==> src/rtl/tp_pkg.sv <==
`timescale 1ns/1ps
package tp_pkg;

  typedef struct packed {
    logic doUpdate;   // train components and histories
    logic outcome;    // resolved direction
    logic selWrite;   // chooser entry must move
    logic selUp;      // move toward global
  } tpStrobes_t;

  function automatic logic [7:0] satNext(input logic [7:0] value, input logic up,
                                         input logic [7:0] maxValue);
    if (up) return (value == maxValue) ? value : value + 8'd1;
    else    return (value == 8'd0) ? value : value - 8'd1;
  endfunction

endpackage

==> src/rtl/tp_ctrl.sv <==
`timescale 1ns/1ps
module tp_ctrl
  import tp_pkg::*;
(
  input  logic       updValid,
  input  logic       updTaken,
  input  logic       updLocalPred,
  input  logic       updGlobalPred,
  output tpStrobes_t strobes
);
  logic disagree;

  always_comb begin
    disagree         = updLocalPred ^ updGlobalPred;
    strobes.doUpdate = updValid;
    strobes.outcome  = updTaken;
    strobes.selWrite = updValid & disagree;
    strobes.selUp    = (updGlobalPred == updTaken);
  end
endmodule

==> src/rtl/tp_datapath.sv <==
`timescale 1ns/1ps
module tp_datapath
  import tp_pkg::*;
#(
  parameter int PC_W      = 8,
  parameter int GHIST_W   = 8,
  parameter int GCTR_W    = 3,
  parameter int LHT_IDX_W = 6,
  parameter int LHIST_W   = 8,
  parameter int LCTR_W    = 2,
  parameter int SEL_IDX_W = 8
) (
  input  logic            clk,
  input  logic            rst,
  input  logic [PC_W-1:0] predPc,
  input  logic [PC_W-1:0] updPc,
  input  tpStrobes_t      strobes,
  output logic            predTaken,
  output logic            predLocal,
  output logic            predGlobal,
  output logic            predUseGlobal
);
  localparam int G_N    = 1 << GHIST_W;
  localparam int LHT_N  = 1 << LHT_IDX_W;
  localparam int LP_N   = 1 << LHIST_W;
  localparam int SEL_N  = 1 << SEL_IDX_W;
  localparam int G_MAX  = (1 << GCTR_W) - 1;
  localparam int G_INIT = (1 << (GCTR_W - 1)) - 1;
  localparam int L_MAX  = (1 << LCTR_W) - 1;
  localparam int L_INIT = (1 << (LCTR_W - 1)) - 1;

  logic [GCTR_W-1:0]  gTable   [G_N];
  logic [LHIST_W-1:0] lhtTable [LHT_N];
  logic [LCTR_W-1:0]  lTable   [LP_N];
  logic [1:0]         selTable [SEL_N];
  logic [GHIST_W-1:0] gHist;

  // predict-side lookup
  logic [GHIST_W-1:0] gIdxP;
  logic [LHIST_W-1:0] lHistP, lIdxP;
  always_comb begin
    gIdxP         = predPc[GHIST_W-1:0] ^ gHist;
    lHistP        = lhtTable[predPc[LHT_IDX_W-1:0]];
    lIdxP         = lHistP ^ predPc[LHIST_W-1:0];
    predGlobal    = gTable[gIdxP][GCTR_W-1];
    predLocal     = lTable[lIdxP][LCTR_W-1];
    predUseGlobal = selTable[predPc[SEL_IDX_W-1:0]][1];
    predTaken     = predUseGlobal ? predGlobal : predLocal;
  end

  // update-side lookup and next values
  logic [GHIST_W-1:0]   gIdxU;
  logic [LHT_IDX_W-1:0] lhtIdxU;
  logic [LHIST_W-1:0]   lHistU, lIdxU;
  logic [SEL_IDX_W-1:0] selIdxU;
  logic [GCTR_W-1:0]    gNext;
  logic [LCTR_W-1:0]    lNext;
  logic [1:0]           selNext;
  always_comb begin
    gIdxU   = updPc[GHIST_W-1:0] ^ gHist;
    lhtIdxU = updPc[LHT_IDX_W-1:0];
    lHistU  = lhtTable[lhtIdxU];
    lIdxU   = lHistU ^ updPc[LHIST_W-1:0];
    selIdxU = updPc[SEL_IDX_W-1:0];
    gNext   = GCTR_W'(satNext(8'(gTable[gIdxU]), strobes.outcome, 8'(G_MAX)));
    lNext   = LCTR_W'(satNext(8'(lTable[lIdxU]), strobes.outcome, 8'(L_MAX)));
    selNext = 2'(satNext(8'(selTable[selIdxU]), strobes.selUp, 8'd3));
  end

  always_ff @(posedge clk) begin
    if (rst) begin
      gHist <= '0;
      for (int i = 0; i < G_N; i++)   gTable[i]   <= GCTR_W'(G_INIT);
      for (int i = 0; i < LHT_N; i++) lhtTable[i] <= '0;
      for (int i = 0; i < LP_N; i++)  lTable[i]   <= LCTR_W'(L_INIT);
      for (int i = 0; i < SEL_N; i++) selTable[i] <= 2'd1;
    end else if (strobes.doUpdate) begin
      gTable[gIdxU]     <= gNext;
      lTable[lIdxU]     <= lNext;
      gHist             <= {gHist[GHIST_W-2:0], strobes.outcome};
      lhtTable[lhtIdxU] <= {lHistU[LHIST_W-2:0], strobes.outcome};
      if (strobes.selWrite) selTable[selIdxU] <= selNext;
    end
  end
endmodule

==> src/rtl/tournament_predictor.sv <==
`timescale 1ns/1ps
module tournament_predictor
  import tp_pkg::*;
#(
  parameter int PC_W      = 8,
  parameter int GHIST_W   = 8,
  parameter int GCTR_W    = 3,
  parameter int LHT_IDX_W = 6,
  parameter int LHIST_W   = 8,
  parameter int LCTR_W    = 2,
  parameter int SEL_IDX_W = 8
) (
  input  logic            clk,
  input  logic            rst,
  input  logic [PC_W-1:0] predPc,
  output logic            predTaken,
  output logic            predLocal,
  output logic            predGlobal,
  output logic            predUseGlobal,
  input  logic            updValid,
  input  logic [PC_W-1:0] updPc,
  input  logic            updTaken,
  input  logic            updLocalPred,
  input  logic            updGlobalPred
);
  tpStrobes_t strobes;

  tp_ctrl u_ctrl (
    .updValid(updValid), .updTaken(updTaken),
    .updLocalPred(updLocalPred), .updGlobalPred(updGlobalPred),
    .strobes(strobes)
  );

  tp_datapath #(
    .PC_W(PC_W), .GHIST_W(GHIST_W), .GCTR_W(GCTR_W), .LHT_IDX_W(LHT_IDX_W),
    .LHIST_W(LHIST_W), .LCTR_W(LCTR_W), .SEL_IDX_W(SEL_IDX_W)
  ) u_dp (
    .clk(clk), .rst(rst), .predPc(predPc), .updPc(updPc), .strobes(strobes),
    .predTaken(predTaken), .predLocal(predLocal), .predGlobal(predGlobal),
    .predUseGlobal(predUseGlobal)
  );
endmodule

==> config.mk <==
export PLATFORM = sky130hd
export DESIGN_NAME = tournament_predictor
export DESIGN_NICKNAME = d
export VERILOG_FILES = /design/src/rtl/tp_pkg.sv /design/src/rtl/tp_ctrl.sv /design/src/rtl/tp_datapath.sv /design/src/rtl/tournament_predictor.sv
export SDC_FILE = /design/constraint.sdc
export NUM_CORES = 2
export LEC_CHECK = 0
export BUFFER_PORTS_ARGS = -buffer_cell sky130_fd_sc_hd__buf_2
export CELL_PAD_IN_SITES_DETAIL_PLACEMENT = 0
export CELL_PAD_IN_SITES_GLOBAL_PLACEMENT = 2
export CORE_ASPECT_RATIO = 0.5
export CORE_UTILIZATION = 43
export CTS_BUF_LIST = sky130_fd_sc_hd__clkbuf_8
export CTS_CLUSTER_DIAMETER = 60
export DETAILED_ROUTE_END_ITERATION = 10
export PLACE_DENSITY_LB_ADDON = 0.1
export SLEW_MARGIN = 20
export SYNTH_ARGS = -nofsm -noshare
export SYNTH_HDL_FRONTEND = slang
export SYNTH_SLANG_ARGS = --single-unit
export TNS_END_PERCENT = 50
==> constraint.sdc <==
create_clock -name clk -period 5.68 [get_ports clk]
set_clock_uncertainty 0.15 [all_clocks]
set_input_delay 0 -clock clk [delete_from_list [all_inputs] [get_ports clk]]
set_output_delay 0 -clock clk [all_outputs]
set_load 0.005 [all_outputs]
==> flow_summary.toml <==
[status]
status = "finished, final reports clean"

[critical_path]
critical_path_buf_inv_count = 4
rr_startpoint = "u_dp.lhtTable[12][1]$_SDFFCE_PN0P_"
cpMostUsedCell = "mux4_2"
slowest_stage = "mux4_2"
r2r_setup_slack_ns = 0.12
crit_chain = "mux4_2 > mux4_2 > mux4_2 > xnor2_4 > buf_12 > nor2b_4 > buf_4 > clkbuf_16 > a221o_1 > a22oi_2 > nand3_1 > nand4_1 > o21a_4 > mux2_4 > buf_2"
cp_slowest_stage_delay_ns = 0.58
cp.arrival_ns = 5.44
cp-start-kind = "flop"
path_max_fanout = 6
r2r_end = "u_dp.lTable[131][0]$_SDFFCE_PN1P_"
r2r_cells = 22
crit_family = "multiplexers"
crit_path_end_kind = "output port"
cp.required_ns = 5.53
worstSetupPathType = "flop to output port"

[synthesis]
synth-seq-cells = 2312
syn_inst = 9589
ys_types = 91
synth_flop_cell = "edfxtp_1"
synthArstFlopShare = 0
syn_nets = 9615
synth_sequential_area_ratio = 0.566
synth_edf_count = 2304
syn_area_per_cell_um2 = 12.8
syn_area_um2 = 122000
ys_warn_count = 0

[floorplanning]
core_um2 = 283000
num_io_pins = 26
num_rows = 138
die_h_um = 379
die_w_um = 757
start_util = 0.433
dieArea_um2 = 287000

[sta]
setup_ws_ns = 0.0873
relSlewSlack = 0.189
slew_violations = 0
fin_crit_sh = 0.985
fin_setup_tns_ns = 0
worst_pin_slew_ns = 1.22
min_period_ns = 5.59
final-setup-viol-count = 0
max_freq_ghz = 0.179
hold_viol_final = 0

[global_route]
grt_pass1_vias = 85100
grt_overflow_total = 0
grt_max_degree = 196
antenna_found_initial = 12
grt_pass1_wl_um = 631000
groute.usage.overall = 0.305

[routing]
drt_wl_total_um = 446000
dr_wl_met2_um = 203000
ant_nets = 0
drtIter0Drc = 10700
firstDrtPassIters = 6
wire_per_inst_um = 32.5
vias = 87200
drc_errors = 0
wl_met1_um = 189000
dr_wl_met3_um = 37800
dr.max_layer_used = "met5"
routed_via_density = 6.36

[clock_tree]
tritoncts.num_buffers = 360
htreeDepth = 5
clock_latency_ns = 1.04
clock_sinks = 2312
cts_tree = "done"
clk_pin_slew_ns = 0.07
clockRootBuffer = "clkbuf_8"
cts_buffer_depth = 4

[worst_hold_path]
hp-class = "input pin to flop"
holdPathStages = 3
min_to = "u_dp.gTable[93][1]$_SDFFCE_PN1P_"
hp-start = "rst"

[place]
dp_hpwl_um = 289000
preCtsSetupSlack_ns = -0.290
gp_congestion = 0.908
io_buffers = 25

[pwr]
internal_power_w = 0.0290
combinationalPowerShare = 0.229
p_clk_frac = 0.318
leakage_nw = 44.6
p_seq_frac = 0.453
peakVddDrop_mv = 0.244
p_sw_frac = 0.319
p_switching_w = 0.0136
power_density_nw_per_um2 = 307

[final_layout]
final_common_cell = "edfxtp_1"
layout_common_cells = "2304 x edfxtp_1, 985 x nand3_1, 935 x nor2_1"
area_growth_pct = 13.3
layout-drive-gt1-share = 0.245
layout.nets = 9698

[job]
cap_violations = 0
-- worst max-delay path by stage --
stage	start	to	slack (ns)	cells past startpoint
finish	u_dp.lhtTable[51][2]$_SDFFCE_PN0P_	predTaken	0.09	15
global route	u_dp.lhtTable[51][2]$_SDFFCE_PN0P_	predTaken	-0.01	16
CTS	u_dp.lhtTable[51][2]$_SDFFCE_PN0P_	predTaken	-0.004	17
detailed placement	updPc[1]	u_dp.lTable[170][0]$_SDFFCE_PN1P_	-0.29	22
global placement	updPc[1]	u_dp.lTable[132][0]$_SDFFCE_PN1P_	-0.35	21
floorplan	updPc[1]	u_dp.gTable[100][2]$_SDFFCE_PN0P_	0.11	19
-- tightest hold or removal path: cells and delay by family --
kind / cells / cell delay [ns]
buffers and inverters: 2 / 0.85
AND/OR/NAND/NOR: 1 / 0.27
-- synthesized netlist by cell type, drive strengths merged, types with 19 or more instances --
| cell | number | share of area |
|---|---|---|
| a211oi | 81 | 0.0050 |
| a21o | 254 | 0.016 |
| a21oi | 37 | 0.0015 |
| a22oi | 90 | 0.0055 |
| a311oi | 29 | 0.0021 |
| a31oi | 30 | 0.0015 |
| a32oi | 19 | 0.0014 |
| and3 | 77 | 0.0039 |
| buf | 411 | 0.020 |
| clkbuf | 725 | 0.022 |
| edfxtp | 2304 | 0.56 |
| mux2 | 71 | 0.0065 |
| mux2i | 286 | 0.023 |
| mux4 | 815 | 0.15 |
| nand2 | 812 | 0.025 |
| nand2b | 377 | 0.019 |
| nand3 | 997 | 0.041 |
| nand4 | 101 | 0.0053 |
| nor2 | 1007 | 0.031 |
| nor2b | 25 | 0.0013 |
| nor3 | 469 | 0.019 |
| nor4 | 51 | 0.0027 |
| o21ai | 42 | 0.0017 |
| o21bai | 158 | 0.0097 |
| o22ai | 34 | 0.0017 |
| or2 | 65 | 0.0033 |
-- what timing repair did --
item | in CTS | in global routing
hold buffers | 17 | 0
gates resized for setup | 59 | 48
buffers inserted | 13 | 16
hold endpoints to repair | 1080 | 0
pin swaps | 15 | 16
cloned | 4 | 3
setup endpoints to repair | 243 | 265
-- flip-flops by register name, indices dropped and copies added (netlist names) --
signal	cells
u_dp.selTable	512
u_dp.gHist	8
u_dp.lTable	512
u_dp.lhtTable	512
u_dp.gTable	768
-- routing by layer --
metal  GRT usage  vias up
met4      0.0971       12
met3      0.0593      736
met5           0        -
met2       0.476     4080
li1            -    36900
met1       0.432    45500
-- final cells by class --
class | count | area (um2)
Fill cell | 24900 | 144000
Sequential cell | 2312 | 69300
Multi-Input combinational cell | 6124 | 49200
Timing Repair Buffer | 857 | 8980
Clock buffer | 371 | 5110
Tap cell | 3780 | 4730
Clock inverter | 255 | 1260
Inverter | 17 | 65.1
Antenna cell | 4 | 10.0
-- metrics by stage --
step                      hold slack (ns)  cells  power (W)  area [um2]  utilization
final                               0.130  13700     0.0427      139000        0.490
after floorplan                    0.0277   9589     0.0246      123000            -
after CTS                          0.0523  13700     0.0425      138000        0.488
after detailed placement            0.334  13000     0.0289      131000        0.463
after global routing                0.116  13700     0.0439      139000        0.490
after global placement              0.326  13000     0.0289      131000        0.463
-- power by group through the flow --
stage                     clock network (W)  registers (W)  logic (W)
after global routing                 0.0144         0.0193     0.0101
final                                0.0136         0.0193    0.00977
after global placement                    0         0.0197    0.00925
after floorplan                           0         0.0196    0.00507
after detailed placement                  0         0.0197    0.00924
after CTS                            0.0138         0.0193    0.00947
-- cell families (layout without fill, tap and decap cells) --
kind of cell    after synthesis  in the layout  share of synthesized area
simple gates               4026           4026                      0.155
flops                      2312           2312                      0.566
mux                        1172           1172                      0.180
buf+inv                    1153           1500                     0.0423
compound gates              885            885                     0.0540
xor+xnor                     34             34                    0.00261
fa+ha+maj                     7              7                   0.000664
other cells                   0              4                          0
Note: power is estimated with default switching activity, not from simulation.
